### src/rtl/boot_remap_pkg.sv
package boot_remap_pkg;
    typedef enum logic [1:0] {
        ST_SYS_HOLD = 2'd0,
        ST_CPU_HOLD = 2'd1,
        ST_RUN      = 2'd2
    } boot_state_e;
endpackage

### src/rtl/boot_remap_reg.sv
module boot_remap_reg #(
    parameter int OPT_W     = 16,
    parameter int SEL_W     = 2,
    parameter int UPPER_W   = 4,
    parameter int MODE_BIT  = 15,
    parameter int SEL_LSB   = 12,
    parameter int UPPER_LSB = 8,
    localparam int REG_W    = SEL_W + UPPER_W
) (
    input  logic             clk,
    input  logic             sys_rst,
    input  logic             cpu_rst,
    input  logic             wr_ok,
    input  logic             wr_en,
    input  logic [REG_W-1:0] wr_data,
    input  logic [OPT_W-1:0] opt_word,
    output logic [REG_W-1:0] remap_q
);
    logic [REG_W-1:0] seed;
    logic             unused_opt;

    // Reserved option bits reach this module but feed nothing.
    assign unused_opt = ^opt_word;

    always_comb begin
        if (opt_word[MODE_BIT])
            seed = '0;
        else
            seed = {opt_word[SEL_LSB +: SEL_W], opt_word[UPPER_LSB +: UPPER_W]};
    end

    always_ff @(posedge clk) begin
        if (sys_rst)
            remap_q <= seed;
        else if (!cpu_rst && wr_ok && wr_en)
            remap_q <= wr_data;
    end

    // the value after a system reset ends follows the option word.
    a_r1_seed_load: assert property (@(posedge clk) disable iff (sys_rst)
        $fell(sys_rst) |-> remap_q == ($past(opt_word[MODE_BIT]) ? '0 :
            {$past(opt_word[SEL_LSB +: SEL_W]), $past(opt_word[UPPER_LSB +: UPPER_W])}));

    // a CPU-only reset does not touch the register.
    a_r5_cpu_keeps: assert property (@(posedge clk) disable iff (sys_rst)
        cpu_rst |=> $stable(remap_q));

    // no write is taken outside the run state.
    a_r7_no_write_outside_run: assert property (@(posedge clk) disable iff (sys_rst)
        !wr_ok |=> $stable(remap_q));
endmodule

### src/rtl/boot_addr_fmt.sv
module boot_addr_fmt #(
    parameter int ADDR_W  = 16,
    parameter int SEL_W   = 2,
    parameter int UPPER_W = 4,
    localparam int REG_W  = SEL_W + UPPER_W,
    localparam int LOW_W  = ADDR_W - UPPER_W
) (
    input  logic              remap_en,
    input  logic [REG_W-1:0]  remap_q,
    output logic [ADDR_W-1:0] addr_nxt,
    output logic [SEL_W-1:0]  sel_nxt,
    output logic              act_nxt
);
    logic [ADDR_W-1:0] placed;

    generate
        if (LOW_W > 0) begin : g_pad
            assign placed = {remap_q[UPPER_W-1:0], {LOW_W{1'b0}}};
        end else begin : g_flat
            assign placed = remap_q[UPPER_W-1:0];
        end
    endgenerate

    always_comb begin
        if (remap_en) begin
            addr_nxt = placed;
            sel_nxt  = remap_q[REG_W-1 -: SEL_W];
            act_nxt  = 1'b1;
        end else begin
            addr_nxt = '0;
            sel_nxt  = '0;
            act_nxt  = 1'b0;
        end
    end
endmodule

### src/rtl/boot_seq_fsm.sv
module boot_seq_fsm
    import boot_remap_pkg::*;
#(
    parameter int ADDR_W = 16,
    parameter int SEL_W  = 2
) (
    input  logic              clk,
    input  logic              sys_rst,
    input  logic              cpu_rst,
    input  logic [ADDR_W-1:0] addr_nxt,
    input  logic [SEL_W-1:0]  sel_nxt,
    input  logic              act_nxt,
    output logic              run_o,
    output logic              boot_done,
    output logic [ADDR_W-1:0] start_addr,
    output logic [SEL_W-1:0]  start_sel,
    output logic              remap_active
);
    boot_state_e state_q, state_d;
    logic        release_cyc;

    always_comb begin
        state_d = state_q;
        if (sys_rst) begin
            state_d = ST_SYS_HOLD;
        end else if (cpu_rst) begin
            state_d = ST_CPU_HOLD;
        end else begin
            unique case (state_q)
                ST_SYS_HOLD, ST_CPU_HOLD: state_d = ST_RUN;
                ST_RUN:                   state_d = ST_RUN;
                default:                  state_d = ST_SYS_HOLD;
            endcase
        end
    end

    always_ff @(posedge clk) begin
        state_q <= state_d;
    end

    assign run_o       = (state_q == ST_RUN);
    assign release_cyc = !sys_rst && !cpu_rst && (state_q != ST_RUN);

    always_ff @(posedge clk) begin
        if (sys_rst || cpu_rst) begin
            boot_done    <= 1'b0;
            start_addr   <= '0;
            start_sel    <= '0;
            remap_active <= 1'b0;
        end else if (release_cyc) begin
            boot_done    <= 1'b1;
            start_addr   <= addr_nxt;
            start_sel    <= sel_nxt;
            remap_active <= act_nxt;
        end
    end

    // done drops during a CPU-only reset.
    a_r9_done_low_in_reset: assert property (@(posedge clk) disable iff (sys_rst)
        cpu_rst |=> !boot_done);

    // done rises one edge after both resets are low.
    a_r9_done_after_release: assert property (@(posedge clk) disable iff (sys_rst)
        ($past(sys_rst) || $past(cpu_rst)) && !cpu_rst |=> boot_done);

    // outputs hold while running.
    a_r6_hold_in_run: assert property (@(posedge clk) disable iff (sys_rst)
        boot_done && !cpu_rst && !sys_rst |=>
            boot_done && $stable(start_addr) && $stable(start_sel) && $stable(remap_active));
endmodule

### src/rtl/boot_remap_ctrl.sv
module boot_remap_ctrl #(
    parameter int OPT_W     = 16,
    parameter int ADDR_W    = 16,
    parameter int SEL_W     = 2,
    parameter int UPPER_W   = 4,
    parameter int MODE_BIT  = 15,
    parameter int SEL_LSB   = 12,
    parameter int UPPER_LSB = 8,
    localparam int REG_W    = SEL_W + UPPER_W
) (
    input  logic              clk,
    input  logic              sys_rst,
    input  logic              cpu_rst,
    input  logic [OPT_W-1:0]  opt_word,
    input  logic              remap_en,
    input  logic              wr_en,
    input  logic [REG_W-1:0]  wr_data,
    output logic [ADDR_W-1:0] start_addr,
    output logic [SEL_W-1:0]  start_sel,
    output logic              remap_active,
    output logic              boot_done
);
    logic [REG_W-1:0]  remap_q;
    logic [ADDR_W-1:0] addr_nxt;
    logic [SEL_W-1:0]  sel_nxt;
    logic              act_nxt;
    logic              run_q;

    boot_remap_reg #(
        .OPT_W(OPT_W), .SEL_W(SEL_W), .UPPER_W(UPPER_W),
        .MODE_BIT(MODE_BIT), .SEL_LSB(SEL_LSB), .UPPER_LSB(UPPER_LSB)
    ) u_reg (
        .clk(clk), .sys_rst(sys_rst), .cpu_rst(cpu_rst), .wr_ok(run_q),
        .wr_en(wr_en), .wr_data(wr_data), .opt_word(opt_word), .remap_q(remap_q)
    );

    boot_addr_fmt #(.ADDR_W(ADDR_W), .SEL_W(SEL_W), .UPPER_W(UPPER_W)) u_fmt (
        .remap_en(remap_en), .remap_q(remap_q),
        .addr_nxt(addr_nxt), .sel_nxt(sel_nxt), .act_nxt(act_nxt)
    );

    boot_seq_fsm #(.ADDR_W(ADDR_W), .SEL_W(SEL_W)) u_fsm (
        .clk(clk), .sys_rst(sys_rst), .cpu_rst(cpu_rst),
        .addr_nxt(addr_nxt), .sel_nxt(sel_nxt), .act_nxt(act_nxt),
        .run_o(run_q), .boot_done(boot_done), .start_addr(start_addr),
        .start_sel(start_sel), .remap_active(remap_active)
    );

    // remap disabled at release yields address zero and inactive flag.
    a_r3_disabled_zero: assert property (@(posedge clk) disable iff (sys_rst)
        !run_q && !cpu_rst && !remap_en |=> start_addr == '0 && !remap_active);
endmodule

### config.mk
export PLATFORM = sky130hd
export DESIGN_NAME = boot_remap_ctrl
export DESIGN_NICKNAME = d
export VERILOG_FILES = /design/src/rtl/boot_remap_pkg.sv /design/src/rtl/boot_remap_reg.sv /design/src/rtl/boot_addr_fmt.sv /design/src/rtl/boot_seq_fsm.sv /design/src/rtl/boot_remap_ctrl.sv
export SDC_FILE = /design/constraint.sdc
export NUM_CORES = 1
export LEC_CHECK = 0
export ABC_CLOCK_PERIOD_IN_PS = 1200
export CAP_MARGIN = 20
export CELL_PAD_IN_SITES_DETAIL_PLACEMENT = 0
export CELL_PAD_IN_SITES_GLOBAL_PLACEMENT = 2
export CORE_MARGIN = 5
export CORE_UTILIZATION = 16
export DETAILED_ROUTE_END_ITERATION = 10
export GPL_TIMING_DRIVEN = 0
export PLACE_DENSITY_LB_ADDON = 0.1
export SYNTH_ARGS = -nofsm -noshare
export SYNTH_HDL_FRONTEND = slang
export SYNTH_SLANG_ARGS = --single-unit
### constraint.sdc
create_clock -name clk -period 1.2 [get_ports clk]
set_input_delay 0.24 -clock clk [delete_from_list [all_inputs] [get_ports clk]]
set_output_delay 0.24 -clock clk [all_outputs]
set_load 0.01 [all_outputs]
# [Word level (Yosys, flattened, before mapping)]
# Index checks and enable logic that the tools add are counted.
[totals] reg_bits=28 inputBits=27 output_inout_bits=20 word_cells=29
[classes] n_eq_ne=3 n_mux=8 reduce_logical=11
[op_table] op="$mux 6" count=3
[op_table] op="$mux 16" count=1
[op_table] op="$logic_and 1x1->1" count=4
[op_table] op="$mux 2" count=2
[op_table] op="$reduce_or 3->1" count=1
[op_table] op="$eq 2x1->1 const B" count=1
[op_table] op="$eq 2x2->1 const B" count=1
[op_table] op="$logic_not 1->1" count=2
[op_table] op="$logic_not 2->1" count=1
[op_table] op="$mux 1" count=2
[op_table] op="$ne 2x2->1 const B" count=1
[op_table] op="$reduce_bool 2->1" count=1
[op_table] op="$reduce_or 2->1" count=1
[op_table] op="$logic_or 1x1->1" count=1

# [Depth between registers and ports, before layout]
[depth] word_depth=5 ltp_mapped=4 mapped_depth_nobuf=3

# [Cells and area by module]
# A second synthesis with hierarchy kept.
[unflattened] cells_unflattened=130 hier_area_um2=1327.5
[modules_own_cells] mod="boot_seq_fsm" instances=1 cells_per_inst=92 area_each_um2=925.9 seq_area_each_um2=440.4
[modules_own_cells] mod="boot_remap_reg" instances=1 cells_per_inst=18 area_each_um2=262.8 seq_area_each_um2=180.2
[modules_own_cells] mod="boot_addr_fmt" instances=1 cells_per_inst=20 area_each_um2=138.9 seq_area_each_um2=0.0

# [Least setup slack after synthesis]
# Ideal clock, no wire load.
[synth_timing] kind="reg-to-reg" from="register u_fsm.state_q[1]" to="register u_reg.remap_q[0] (enable)" setup_ns=0.319 arrival_ns=0.846 required_time_ns=0.881 slack_ns=0.035 path_stages_with_launch=4 path_buffers=1 path_cell_list="dfxtp_1 nor2b_1 buf_2 a31o_1"
[synth_between] elab_chain_cells=4
[synth_rtl] element="start: declaration" line="boot_seq_fsm.sv:19" rtl="boot_state_e state_q, state_d;"
[synth_rtl] element="start signal: assignment" line="boot_seq_fsm.sv:38" rtl="state_q <= state_d;"
[synth_rtl] element="$eq 2x2->1" line="boot_seq_fsm.sv:41" rtl="assign run_o = (state_q == ST_RUN);"
[synth_rtl] element="$logic_and 1x1->1 (2 in series)" line="boot_remap_reg.sv:35" rtl="else if (!cpu_rst && wr_ok && wr_en)"
[synth_rtl] element="$reduce_bool 2->1 (no line)"
[synth_rtl] element="end signal: assignment" line="boot_remap_reg.sv:36" rtl="remap_q <= wr_data;"
[synth_rtl] element="end: declaration" line="boot_remap_reg.sv:17" rtl="output logic [REG_W-1:0] remap_q"
# No other way between the ends.
# A chain may end at the register's enable or synchronous reset.

# [Final worst setup path]
[layout_timing] from="input opt_word[15]" to="register u_reg.remap_q[0] (data pin)"
[layout_between] elab_chain_cells=2
[layout_rtl] element="start: declaration" line="boot_remap_ctrl.sv:14" rtl="input logic [OPT_W-1:0] opt_word,"
[layout_rtl] element="$mux 6" line="boot_remap_reg.sv:26" rtl="if (opt_word[MODE_BIT])"
[layout_rtl] element="$mux 6" line="boot_remap_reg.sv:33" rtl="if (sys_rst)"
# No other way between the ends.

==> qor.csv <==
stage,metric,value,unit
clocking,hold_buffers,0,
critical_path,cp.required,1.19,ns
critical_path,slowest_stage,clkdlybuf4s50_1,
drt,remaining_drc_errors,0,
timing,period_share,0.937,
power_and_ir_drop,peakVddDrop,0.329,mV
die,ioPinCount,47,
critical_path,critPathArrivalTime,1.12,ns
finish,mostFrequentLayoutCells,"buf_4, clkdlybuf4s50_1, nand2_1, conb_1, dfxtp_1",
critical_path,reg2reg_to,u_reg.remap_q[0],
critical_path,regToRegSetupSlack,0.12,ns
drt,drtIter0Drc,19,
clocking,clock-sinks,16,
critical_path,reg2reg_from,u_fsm.state_q[1],
timing,fmax,890,MHz
clocking,clock_latency,0.25,ns
logic_synthesis,synth_cell_types,19,
global_route,grt_pass1_vias,564,
timing,drv_slew,0,
placement,dp.cells,170,
logic_synthesis,syn_area,722,µm²
global_route,grt_max_degree,10,
finish,syn2layout_area_growth,59.8,%
die,rows,24,
job,cap_violations,0,
finish,final_util,0.265,
timing,rsz0062_at_grt,false,
critical_path,endpoint,u_reg.remap_q[0],
drt,ant_nets,0,
logic_synthesis,ys_seq_elements,16,
worst_hold_path,whs_path_depth,4,
placement,pre_cts_ws,-0.318,ns
critical_path,path_max_fanout,5,
placement,port_buffers,25,
finish,drive_gt1_frac,0.185,
drt,avgRoutedWirePerCell,9.31,µm
global_route,grt_antenna_before_repair,0,
timing,fin_ws,0.0761,ns
global_route,grt_pass1_wl,2680,µm
die,core_area,4350,µm²
logic_synthesis,avgSynthCellArea,8.80,µm²
global_route,grt_overflow,0,
critical_path,crit_type,in -> reg,
critical_path,critPathLaunchType,input port,
timing,finalSetupViolations,0,
logic_synthesis,seq_area_frac_synth,0.527,
drt,num_vias,589,
clocking,clkTransAtPathRegs,0.06,ns
finish,diodes,0,
global_route,grt_usage,0.0569,
worst_hold_path,worstHoldStart,sys_rst,
critical_path,critPathCaptureType,flop,
die,initial_core_util,0.166,
die,die_w,77.2,µm
finish,layout.cells.non_filler,176,
logic_synthesis,ys_warn_count,0,
placement,placed_cell_area,1080,µm²
finish,final_cell_area,1150,µm²
clocking,clock-root-buffer,clkbuf_8,
die,dieArea,5960,µm²
critical_path,worstPathCellList,"clkdlybuf4s50_1, and2b_2, nand2_1, o21ai_0",
drt,totalWireLength,1640,µm
critical_path,cpPeakStageDelay,0.47,ns
critical_path,rr_worst_depth,3,
timing,skew,0.00174,ns
worst_hold_path,hp-class,in -> reg,
timing,hold_ws,0.391,ns
drt,via_per_inst,3.35,
drt,drtPass1Iterations,2,
placement,globalplace.congestion,0.633,
critical_path,startpoint,opt_word[15],
logic_synthesis,syn_inst,82,
die,die_h,77.2,µm
power_and_ir_drop,leakage,0.539,nW
clocking,clk_path_buf_depth,2,
finish,final_net_count,152,
status,status,finished clean,
clocking,ctsHtreeMaxLevel,1,
placement,post-dp-hpwl,1310,µm
clocking,cts_tree,done,
power_and_ir_drop,power_density,1050,nW/µm²
timing,fin_crit,1.12,ns
clocking,cts_made_buffers,3,
timing,hold_violations,0,
## report_power, final
| group | switching (mW) | internal (mW) |
|---|---|---|
| combinational | 0.0840 | 0.116 |
| clock | 0.186 | 0.227 |
| sequential | 0.00998 | 0.594 |
| total | 0.280 | 0.936 |
## repair_timing
action | in CTS | in global routing
setup buffers | 2 | 1
gates resized for setup | 14 | 1
setup endpoints to repair | 17 | 19
## per-layer routing
| layer | vias to the layer above | GRT usage | wire [µm] |
|---|---|---|---|
| met5 | - | 0 | 0 |
| met1 | 234 | 0.0766 | 793 |
| met2 | 26 | 0.0741 | 671 |
| met4 | 0 | 0.0361 | 41 |
| met3 | 5 | 0.0222 | 132 |
| li1 | 324 | - | - |
## worst min-delay path by stage
| stage | end | slack [ns] |
|---|---|---|
| floorplan | u_fsm.state_q[0] | 0.37 |
| finish | u_fsm.state_q[0] | 0.39 |
| global placement | u_fsm.state_q[1] | 0.43 |
| CTS | u_fsm.start_sel[0] | 0.45 |
| detailed placement | u_fsm.start_sel[0] | 0.45 |
| global route | u_fsm.state_q[0] | 0.44 |
## synth_stat cells (all sizes together)
cell type | instances | area, µm²
buf | 15 | 105
nand2 | 13 | 48.8
dfxtp | 10 | 200
a21oi | 8 | 40.0
inv | 7 | 26.3
edfxtp | 6 | 180
nand3 | 6 | 30.0
o21ai | 6 | 30.0
nor2 | 3 | 11.3
a31o | 1 | 8.76
and2b | 1 | 7.51
clkbuf | 1 | 3.75
conb | 1 | 3.75
nand2b | 1 | 6.26
nand3b | 1 | 7.51
nor2b | 1 | 6.26
or2 | 1 | 6.26
## metrics by stage
step | TNS, ns | total power, mW
after global routing | 0 | 1.28
after CTS | 0 | 1.23
after global placement | -4.93 | 0.808
after floorplan | 0 | 0.716
after detailed placement | -5.06 | 0.809
final | 0 | 1.22
## registers in the layout, indices dropped and copies added (netlist names)
register and cells:
u_fsm.boot_done 1, u_reg.remap_q 6, u_fsm.start_sel 2, u_fsm.remap_active 1, u_fsm.state_q 2, u_fsm.start_addr 4
## cell type report
class / instances / area, µm²
buffer: 15 / 114
fill: 472 / 3200
clock inverter: 1 / 3.75
multi-input combinational: 54 / 258
sequential: 16 / 380
clock buffer: 3 / 41.3
timing repair buffer: 28 / 265
tap: 52 / 65.1
inverter: 7 / 26.3
## critical path, delay by kind of cell
family | cells | cell delay, ns
buffers and inverters | 1 | 0.47
AO/OA/AOI/OAI | 1 | 0.08
AND/OR/NAND/NOR | 2 | 0.31
## kinds of logic after synthesis
logic type	after synthesis	synth area share
simple gates	27	0.172
buf+inv	23	0.187
flops	16	0.527
compound gates	15	0.109
other cells	1	0.00519
Note: power is estimated with default switching activity, not from simulation.
